<file path="config.mk">
export PLATFORM = sky130hd
export DESIGN_NAME = interleaved_accum
export DESIGN_NICKNAME = d
export VERILOG_FILES = /design/src/rtl/mca_pkg.sv /design/src/rtl/mca_beat_tracker.sv /design/src/rtl/mca_acc_bank.sv /design/src/rtl/mca_out_stage.sv /design/src/rtl/interleaved_accum.sv
export SDC_FILE = /design/constraint.sdc
export NUM_CORES = 1
export LEC_CHECK = 0
export BUFFER_PORTS_ARGS = -buffer_cell sky130_fd_sc_hd__buf_2
export CAP_MARGIN = 25
export CORE_UTILIZATION = 35
export DETAILED_ROUTE_END_ITERATION = 12
export GPL_ROUTABILITY_DRIVEN = 1
export SYNTH_ARGS = -nofsm -noshare
export SYNTH_HDL_FRONTEND = slang
export SYNTH_SLANG_ARGS = --single-unit
</file>
<file path="constraint.sdc">
create_clock -name clk -period 5 [get_ports clk]
set_clock_uncertainty 0.2 [all_clocks]
set_input_delay 0 -clock clk [delete_from_list [all_inputs] [get_ports clk]]
set_output_delay 0 -clock clk [all_outputs]
set_load 0.02 [all_outputs]
</file>
<file path="src/rtl/mca_pkg.sv">
package mca_pkg;

  typedef enum logic {
    MODE_SERIAL   = 1'b0,
    MODE_PARALLEL = 1'b1
  } mca_mode_e;

  // next value of a wrapping counter that runs 0..top
  function automatic int unsigned wrap_next(input int unsigned cur, input int unsigned top);
    return (cur >= top) ? 0 : cur + 1;
  endfunction

  // beats per frame: one group per beat in parallel, one sample per beat in serial
  function automatic int unsigned frame_beats(input int unsigned samples_per_ch,
                                              input int unsigned channels,
                                              input mca_mode_e   mode);
    return (mode == MODE_PARALLEL) ? samples_per_ch : samples_per_ch * channels;
  endfunction

  function automatic int unsigned safe_clog2(input int unsigned n);
    return (n > 1) ? $clog2(n) : 1;
  endfunction

endpackage

</file>
<file path="src/rtl/mca_beat_tracker.sv">
module mca_beat_tracker #(
  parameter int CH         = 8,
  parameter int CW         = 3,
  parameter int BEATS      = 3200,
  parameter int BW         = 12,
  parameter bit SERIAL_IDX = 1'b1
) (
  input  logic          clk,
  input  logic          rst_n,
  input  logic          adv,
  output logic [CW-1:0] chan_idx,
  output logic          frame_end
);

  logic [BW-1:0] beat_q;

  always_ff @(posedge clk or negedge rst_n) begin
    if (!rst_n) begin
      beat_q <= '0;
    end else if (adv) begin
      beat_q <= BW'(mca_pkg::wrap_next(32'(beat_q), BEATS - 1));
    end
  end

  assign frame_end = (beat_q == BW'(BEATS - 1));

  generate
    if (SERIAL_IDX) begin : g_rr
      logic [CW-1:0] chan_q;
      always_ff @(posedge clk or negedge rst_n) begin
        if (!rst_n) begin
          chan_q <= '0;
        end else if (adv) begin
          chan_q <= CW'(mca_pkg::wrap_next(32'(chan_q), CH - 1));
        end
      end
      assign chan_idx = chan_q;
    end else begin : g_fixed
      assign chan_idx = '0;
    end
  endgenerate

endmodule

</file>
<file path="src/rtl/mca_acc_bank.sv">
module mca_acc_bank #(
  parameter int CH     = 8,
  parameter int CW     = 3,
  parameter int DW     = 16,
  parameter int AW     = 28,
  parameter int LANES  = 1,
  parameter bit SERIAL = 1'b1
) (
  input  logic                clk,
  input  logic                rst_n,
  input  logic                clr,
  input  logic                upd,
  input  logic [CW-1:0]       chan_idx,
  input  logic [LANES*DW-1:0] samples,
  output logic [LANES*AW-1:0] sums_nx
);

  localparam int EXT = AW - DW;

  // sign-extend a sample and add it to a running total (wraps at AW bits)
  function automatic logic [AW-1:0] add_sample(input logic [AW-1:0] base,
                                               input logic [DW-1:0] smp);
    return base + {{EXT{smp[DW-1]}}, smp};
  endfunction

  logic [CH*AW-1:0] acc_flat;
  logic [CH-1:0]    wr_en;
  logic [CH*AW-1:0] wr_val;

  generate
    if (SERIAL) begin : g_serial
      logic [AW-1:0] sel_acc;
      logic [AW-1:0] sel_sum;
      always_comb begin
        sel_acc = acc_flat[chan_idx*AW +: AW];
        sel_sum = add_sample(sel_acc, samples[DW-1:0]);
      end
      assign sums_nx = sel_sum;
      for (genvar c = 0; c < CH; c++) begin : g_sel
        assign wr_en[c]              = upd && (chan_idx == CW'(c));
        assign wr_val[c*AW +: AW]    = sel_sum;
      end
    end else begin : g_parallel
      for (genvar k = 0; k < CH; k++) begin : g_lane
        assign sums_nx[k*AW +: AW] = add_sample(acc_flat[k*AW +: AW], samples[k*DW +: DW]);
        assign wr_en[k]            = upd;
        assign wr_val[k*AW +: AW]  = sums_nx[k*AW +: AW];
      end
    end
  endgenerate

  for (genvar c = 0; c < CH; c++) begin : g_ch
    logic [AW-1:0] acc_r;
    always_ff @(posedge clk or negedge rst_n) begin
      if (!rst_n) begin
        acc_r <= '0;
      end else if (clr) begin
        acc_r <= '0;
      end else if (wr_en[c]) begin
        acc_r <= wr_val[c*AW +: AW];
      end
    end
    assign acc_flat[c*AW +: AW] = acc_r;
  end

endmodule

</file>
<file path="src/rtl/mca_out_stage.sv">
module mca_out_stage #(
  parameter int OW = 28,
  parameter int CW = 3
) (
  input  logic          clk,
  input  logic          rst_n,
  input  logic          load,
  input  logic [OW-1:0] load_data,
  input  logic          load_last,
  input  logic [CW-1:0] load_chan,
  input  logic          out_ready,
  output logic          out_valid,
  output logic [OW-1:0] out_data,
  output logic          out_last,
  output logic [CW-1:0] out_chan,
  output logic          room
);

  assign room = !out_valid || out_ready;

  always_ff @(posedge clk or negedge rst_n) begin
    if (!rst_n) begin
      out_valid <= 1'b0;
    end else if (load) begin
      out_valid <= 1'b1;
    end else if (out_ready) begin
      out_valid <= 1'b0;
    end
  end

  always_ff @(posedge clk or negedge rst_n) begin
    if (!rst_n) begin
      out_data <= '0;
      out_last <= 1'b0;
      out_chan <= '0;
    end else if (load) begin
      out_data <= load_data;
      out_last <= load_last;
      out_chan <= load_chan;
    end
  end

endmodule

</file>
<file path="src/rtl/interleaved_accum.sv">
module interleaved_accum #(
  parameter int CH            = 8,
  parameter int DW            = 16,
  parameter int GUARD         = 12,
  parameter int FRAME_SAMPLES = 400,
  parameter bit PARALLEL      = 1'b0
) (
  input  logic                          clk,
  input  logic                          rst_n,
  input  logic                          clr_i,
  input  logic                          in_valid,
  output logic                          in_ready,
  input  logic [(PARALLEL ? CH : 1)*DW-1:0]            in_data,
  output logic                          out_valid,
  input  logic                          out_ready,
  output logic [(PARALLEL ? CH : 1)*(DW+GUARD)-1:0]    out_data,
  output logic                          out_last,
  output logic [mca_pkg::safe_clog2(CH)-1:0]           out_chan
);

  import mca_pkg::*;

  localparam mca_mode_e MODE  = PARALLEL ? MODE_PARALLEL : MODE_SERIAL;
  localparam int        LANES = (MODE == MODE_PARALLEL) ? CH : 1;
  localparam int        CW    = safe_clog2(CH);
  localparam int        AW    = DW + GUARD;
  localparam int        OW    = LANES * AW;
  localparam int        BEATS = frame_beats(FRAME_SAMPLES, CH, MODE);
  localparam int        BW    = safe_clog2(BEATS);

  // named internal events
  logic          room;
  logic          accept;
  logic          emit;
  logic          frame_end;
  logic [CW-1:0] chan_idx;
  logic [OW-1:0] sums_nx;

  assign in_ready = room && !clr_i;
  assign accept   = in_valid && in_ready;
  assign emit     = out_valid && out_ready;

  mca_beat_tracker #(
    .CH        (CH),
    .CW        (CW),
    .BEATS     (BEATS),
    .BW        (BW),
    .SERIAL_IDX(MODE == MODE_SERIAL)
  ) u_track (
    .clk      (clk),
    .rst_n    (rst_n),
    .adv      (accept),
    .chan_idx (chan_idx),
    .frame_end(frame_end)
  );

  mca_acc_bank #(
    .CH    (CH),
    .CW    (CW),
    .DW    (DW),
    .AW    (AW),
    .LANES (LANES),
    .SERIAL(MODE == MODE_SERIAL)
  ) u_bank (
    .clk     (clk),
    .rst_n   (rst_n),
    .clr     (clr_i),
    .upd     (accept),
    .chan_idx(chan_idx),
    .samples (in_data),
    .sums_nx (sums_nx)
  );

  mca_out_stage #(
    .OW(OW),
    .CW(CW)
  ) u_out (
    .clk      (clk),
    .rst_n    (rst_n),
    .load     (accept),
    .load_data(sums_nx),
    .load_last(frame_end),
    .load_chan(chan_idx),
    .out_ready(out_ready),
    .out_valid(out_valid),
    .out_data (out_data),
    .out_last (out_last),
    .out_chan (out_chan),
    .room     (room)
  );

endmodule

</file>
==> impl_metrics.py <==
metrics = {
    "clocking": {
        "insertion_delay_ns": 0.57,
        "postCtsSetupRepairBufs": 0,
        "cts_tree": "done",
        "cts_htree_levels": 1,
        "clk_path_buf_depth": 3,
        "clk_pin_slew_worst_paths_ns": 0.06,
        "cts_sinks": 272,
        "clockRootBuffer": "clkbuf_16",
        "postCtsResizedCells": 0,
        "cts_buffers": 31,
    },
    "setup_path": {
        "startpoint": "u_track.chan_idx[0]",
        "required_ns": 5.21,
        "path_class": "reg2reg",
        "r2r_start": "u_track.chan_idx[0]",
        "worstPathMaxFanout": 33,
        "cp.arrival_ns": 4.58,
        "worstSetupEndpointType": "register",
        "cp-start-kind": "register",
    },
    "sta": {
        "slew_viol_final": 0,
        "final-hold-violation-count": 0,
        "min_period_over_period": 0.8744,
        "tightest_slew_ns": 1.067,
        "hold_ws_ns": 0.009875,
        "period_needed_ns": 4.372,
        "max-slew-margin-rel": 0.2887,
        "worst_slack_ns": 0.6282,
        "finalSetupViolCount": 0,
        "fin_tns_setup_ns": 0,
        "max_freq_mhz": 228.7,
        "rsz0062_at_grt": "no",
    },
    "floorplan": {
        "num_rows": 72,
        "dieHeight_um": 201.9,
        "io_pins": 55,
        "die_area_um2": 40780,
        "die_x_um": 201.9,
        "initial_core_util": 0.3587,
        "core_um2": 39010,
    },
    "cells_and_area": {
        "syn2layout_area_growth_pct": 14.33,
        "drive_above_1_share": 0.1458,
        "n_antenna_cell": 0,
        "utilization": 0.4101,
        "final_common_cell": "nand2_1",
        "post-route-cell-area_um2": 16000,
        "most-common-layout-cells": "309 x nand2_1, 270 x dfrtp_1, 144 x a21oi_1",
        "fin_nets": 1561,
    },
    "synth": {
        "syn_area_um2": 13990,
        "ys_ff_latch": 272,
        "ys.flop_type": "dfrtp_1",
        "syn_nets": 1541,
        "synth_edf_count": 0,
        "synth_compound_area_frac": 0.1401,
        "synthAdderAreaFrac": 0.03183,
        "yosys.area_share.xor_xnor": 0.02119,
        "synth_warnings": 0,
        "synth_simple_gate_area_share": 0.1917,
        "synth_mux_area_frac": 0.09237,
        "synthTopCellsByArea": "dfrtp_1 49%, mux4_2 9.0%, nand2_1 8.3%, a21oi_1 5.2%, o21ai_0 4.1%",
        "syn_area_per_cell_um2": 9.422,
        "synth_top_family_by_area": "simple AND/OR/NAND/NOR gates",
        "synth_top_area_share": 0.4865,
        "synthArstFlopShare": 1.000,
        "ys_seq_area_frac": 0.4865,
        "synth.distinct_cells": 60,
        "syn_inst": 1485,
        "synth_top_area_cell": "dfrtp_1",
    },
    "detailed_routing": {
        "postRouteAntennaNets": 0,
        "via_per_inst": 5.485,
        "num_vias": 11230,
        "wire_per_inst_um": 19.80,
        "drc": 0,
        "drt-initial-drc-count": 853,
        "first_pass_iters": 5,
        "drt_wl_total_um": 40530,
    },
    "run_status": {
        "outcome": "finished clean",
    },
    "global_route": {
        "grt_pass1_vias": 10980,
        "grt.overflow.total": 0,
        "grt_pass1_wl_um": 63830,
        "antenna_found_initial": 0,
        "grt_max_degree": 111,
        "grtUsageTotal": 0.1992,
    },
    "min_path": {
        "min_path_type": "in2reg",
        "hold_start": "in_valid",
    },
    "power": {
        "combPwrFrac": 0.269,
        "p_seq_frac": 0.382,
        "p_leak_nw": 7.162,
        "clockPowerShare": 0.349,
        "pwr_density_cell_nw_per_um2": 420.8,
        "netSwitchingPower_mw": 2.287,
        "internal-power_mw": 4.445,
        "ir_worst_vdd_v": 0.0002949,
        "swShare": 0.3397,
    },
    "place": {
        "gp_congestion": 0.9101,
        "dp_slack_ns": 0.7216,
        "portBuffers": 54,
        "dp_hpwl_um": 25930,
        "post_dp_cell_area_um2": 14810,
    },
    "job": {
        "max-cap-violations": 0,
    },
}
## flip-flops by register name, summed over array words and instances (netlist names)
register / cells
u_out.out_data: 28
u_track.chan_idx: 3
u_out.out_last: 1
u_out.out_valid: 1
u_out.out_chan: 3
u_track.beat_q: 12
u_bank.g_ch.acc_r: 224
## Yosys cell counts, drive strengths merged (2+ instances only)
cell / count
a211oi: 28
a21boi: 3
a21o: 12
a21oi: 144
a221o: 2
a31oi: 4
and2: 8
and3: 15
buf: 23
clkbuf: 95
dfrtp: 272
ha: 34
inv: 14
mux2i: 2
mux4: 56
nand2: 309
nand2b: 7
nand3: 113
nand3b: 10
nand4: 18
nor2: 113
nor2b: 2
nor3: 5
o211ai: 4
o21a: 2
o21ai: 126
o21ba: 2
o21bai: 2
o311ai: 2
or3: 4
or4: 7
xnor2: 12
xor2: 18
## power groups by stage
stage	Sequential (mW)	Combinational (mW)	Clock [mW]
after floorplan	2.65	1.10	0
after global placement	2.61	1.79	0
after detailed placement	2.61	1.80	0
after CTS	2.58	1.82	2.40
after global routing	2.61	1.97	2.48
final	2.57	1.81	2.35
## critical path, cell delays in order (launching register included)
cell	delay, ns
dfrtp_4	0.54
buf_12	0.31
buf_4	0.31
mux4_2	0.53
nand2_1	0.09
nand2_1	0.11
ha_1	0.41
nand2_1	0.13
or3_1	0.35
a2111o_1	0.38
a21boi_1	0.53
nand3b_1	0.19
a21oi_1	0.09
## area by class of cell
cell class | instances | area, µm²
Inverter | 14 | 52.55
Timing Repair Buffer | 105 | 735.7
Fill cell | 3786 | 23010
Clock inverter | 15 | 163.9
Multi-Input combinational cell | 1081 | 6688
Tap cell | 518 | 648.1
Sequential cell | 272 | 6812
Clock buffer | 42 | 897.1
## final timing paths
path / end / slack [ns] / cells past startpoint
worst max-delay path: u_bank.g_ch[1].acc_r[26] / 0.63 / 12
worst min-delay path: u_out.out_data[26] / 0.01 / 5
worst max register to register: u_bank.g_ch[1].acc_r[26] / 0.63 / 12
worst min register to register: u_out.out_data[13] / 0.27 / 2
max in group asynchronous: u_track.chan_idx[0] / 3.41 / 4
min in group asynchronous: u_out.out_data[13] / 0.47 / 4
## logic make-up (layout without fill, tap and decap cells)
group | after synthesis | count (layout)
DFF | 272 | 272
AOI/OAI and AO/OA | 342 | 342
adders and majority gates | 35 | 35
buffers and inverters | 132 | 176
and+or+nand+nor | 615 | 615
xor gates and xnor gates | 30 | 30
muxes | 59 | 59
## routing by layer
metal	vias up	track usage	wire length, µm	part of all wire
li1	5240	-	-	-
met1	5569	0.2679	17420	0.43
met2	347	0.3240	19340	0.48
met3	72	0.02999	2266	0.056
met4	0	0.07630	1501	0.037
met5	-	0	0	0
## per-stage QoR
stage / instances / total power, mW
2_1_floorplan: 1485 / 3.746
3_3_place_gp: 1979 / 4.395
3_5_place_dp: 1979 / 4.413
4_1_cts: 2047 / 6.794
5_1_grt: 2047 / 7.053
6_report: 2047 / 6.731
## timing repair
action / in CTS / in global routing
setup endpoints to repair: 0 / 0
hold endpoints to repair: 172 / 0
hold buffers: 11 / 0
(Power assumes the default switching activity.)
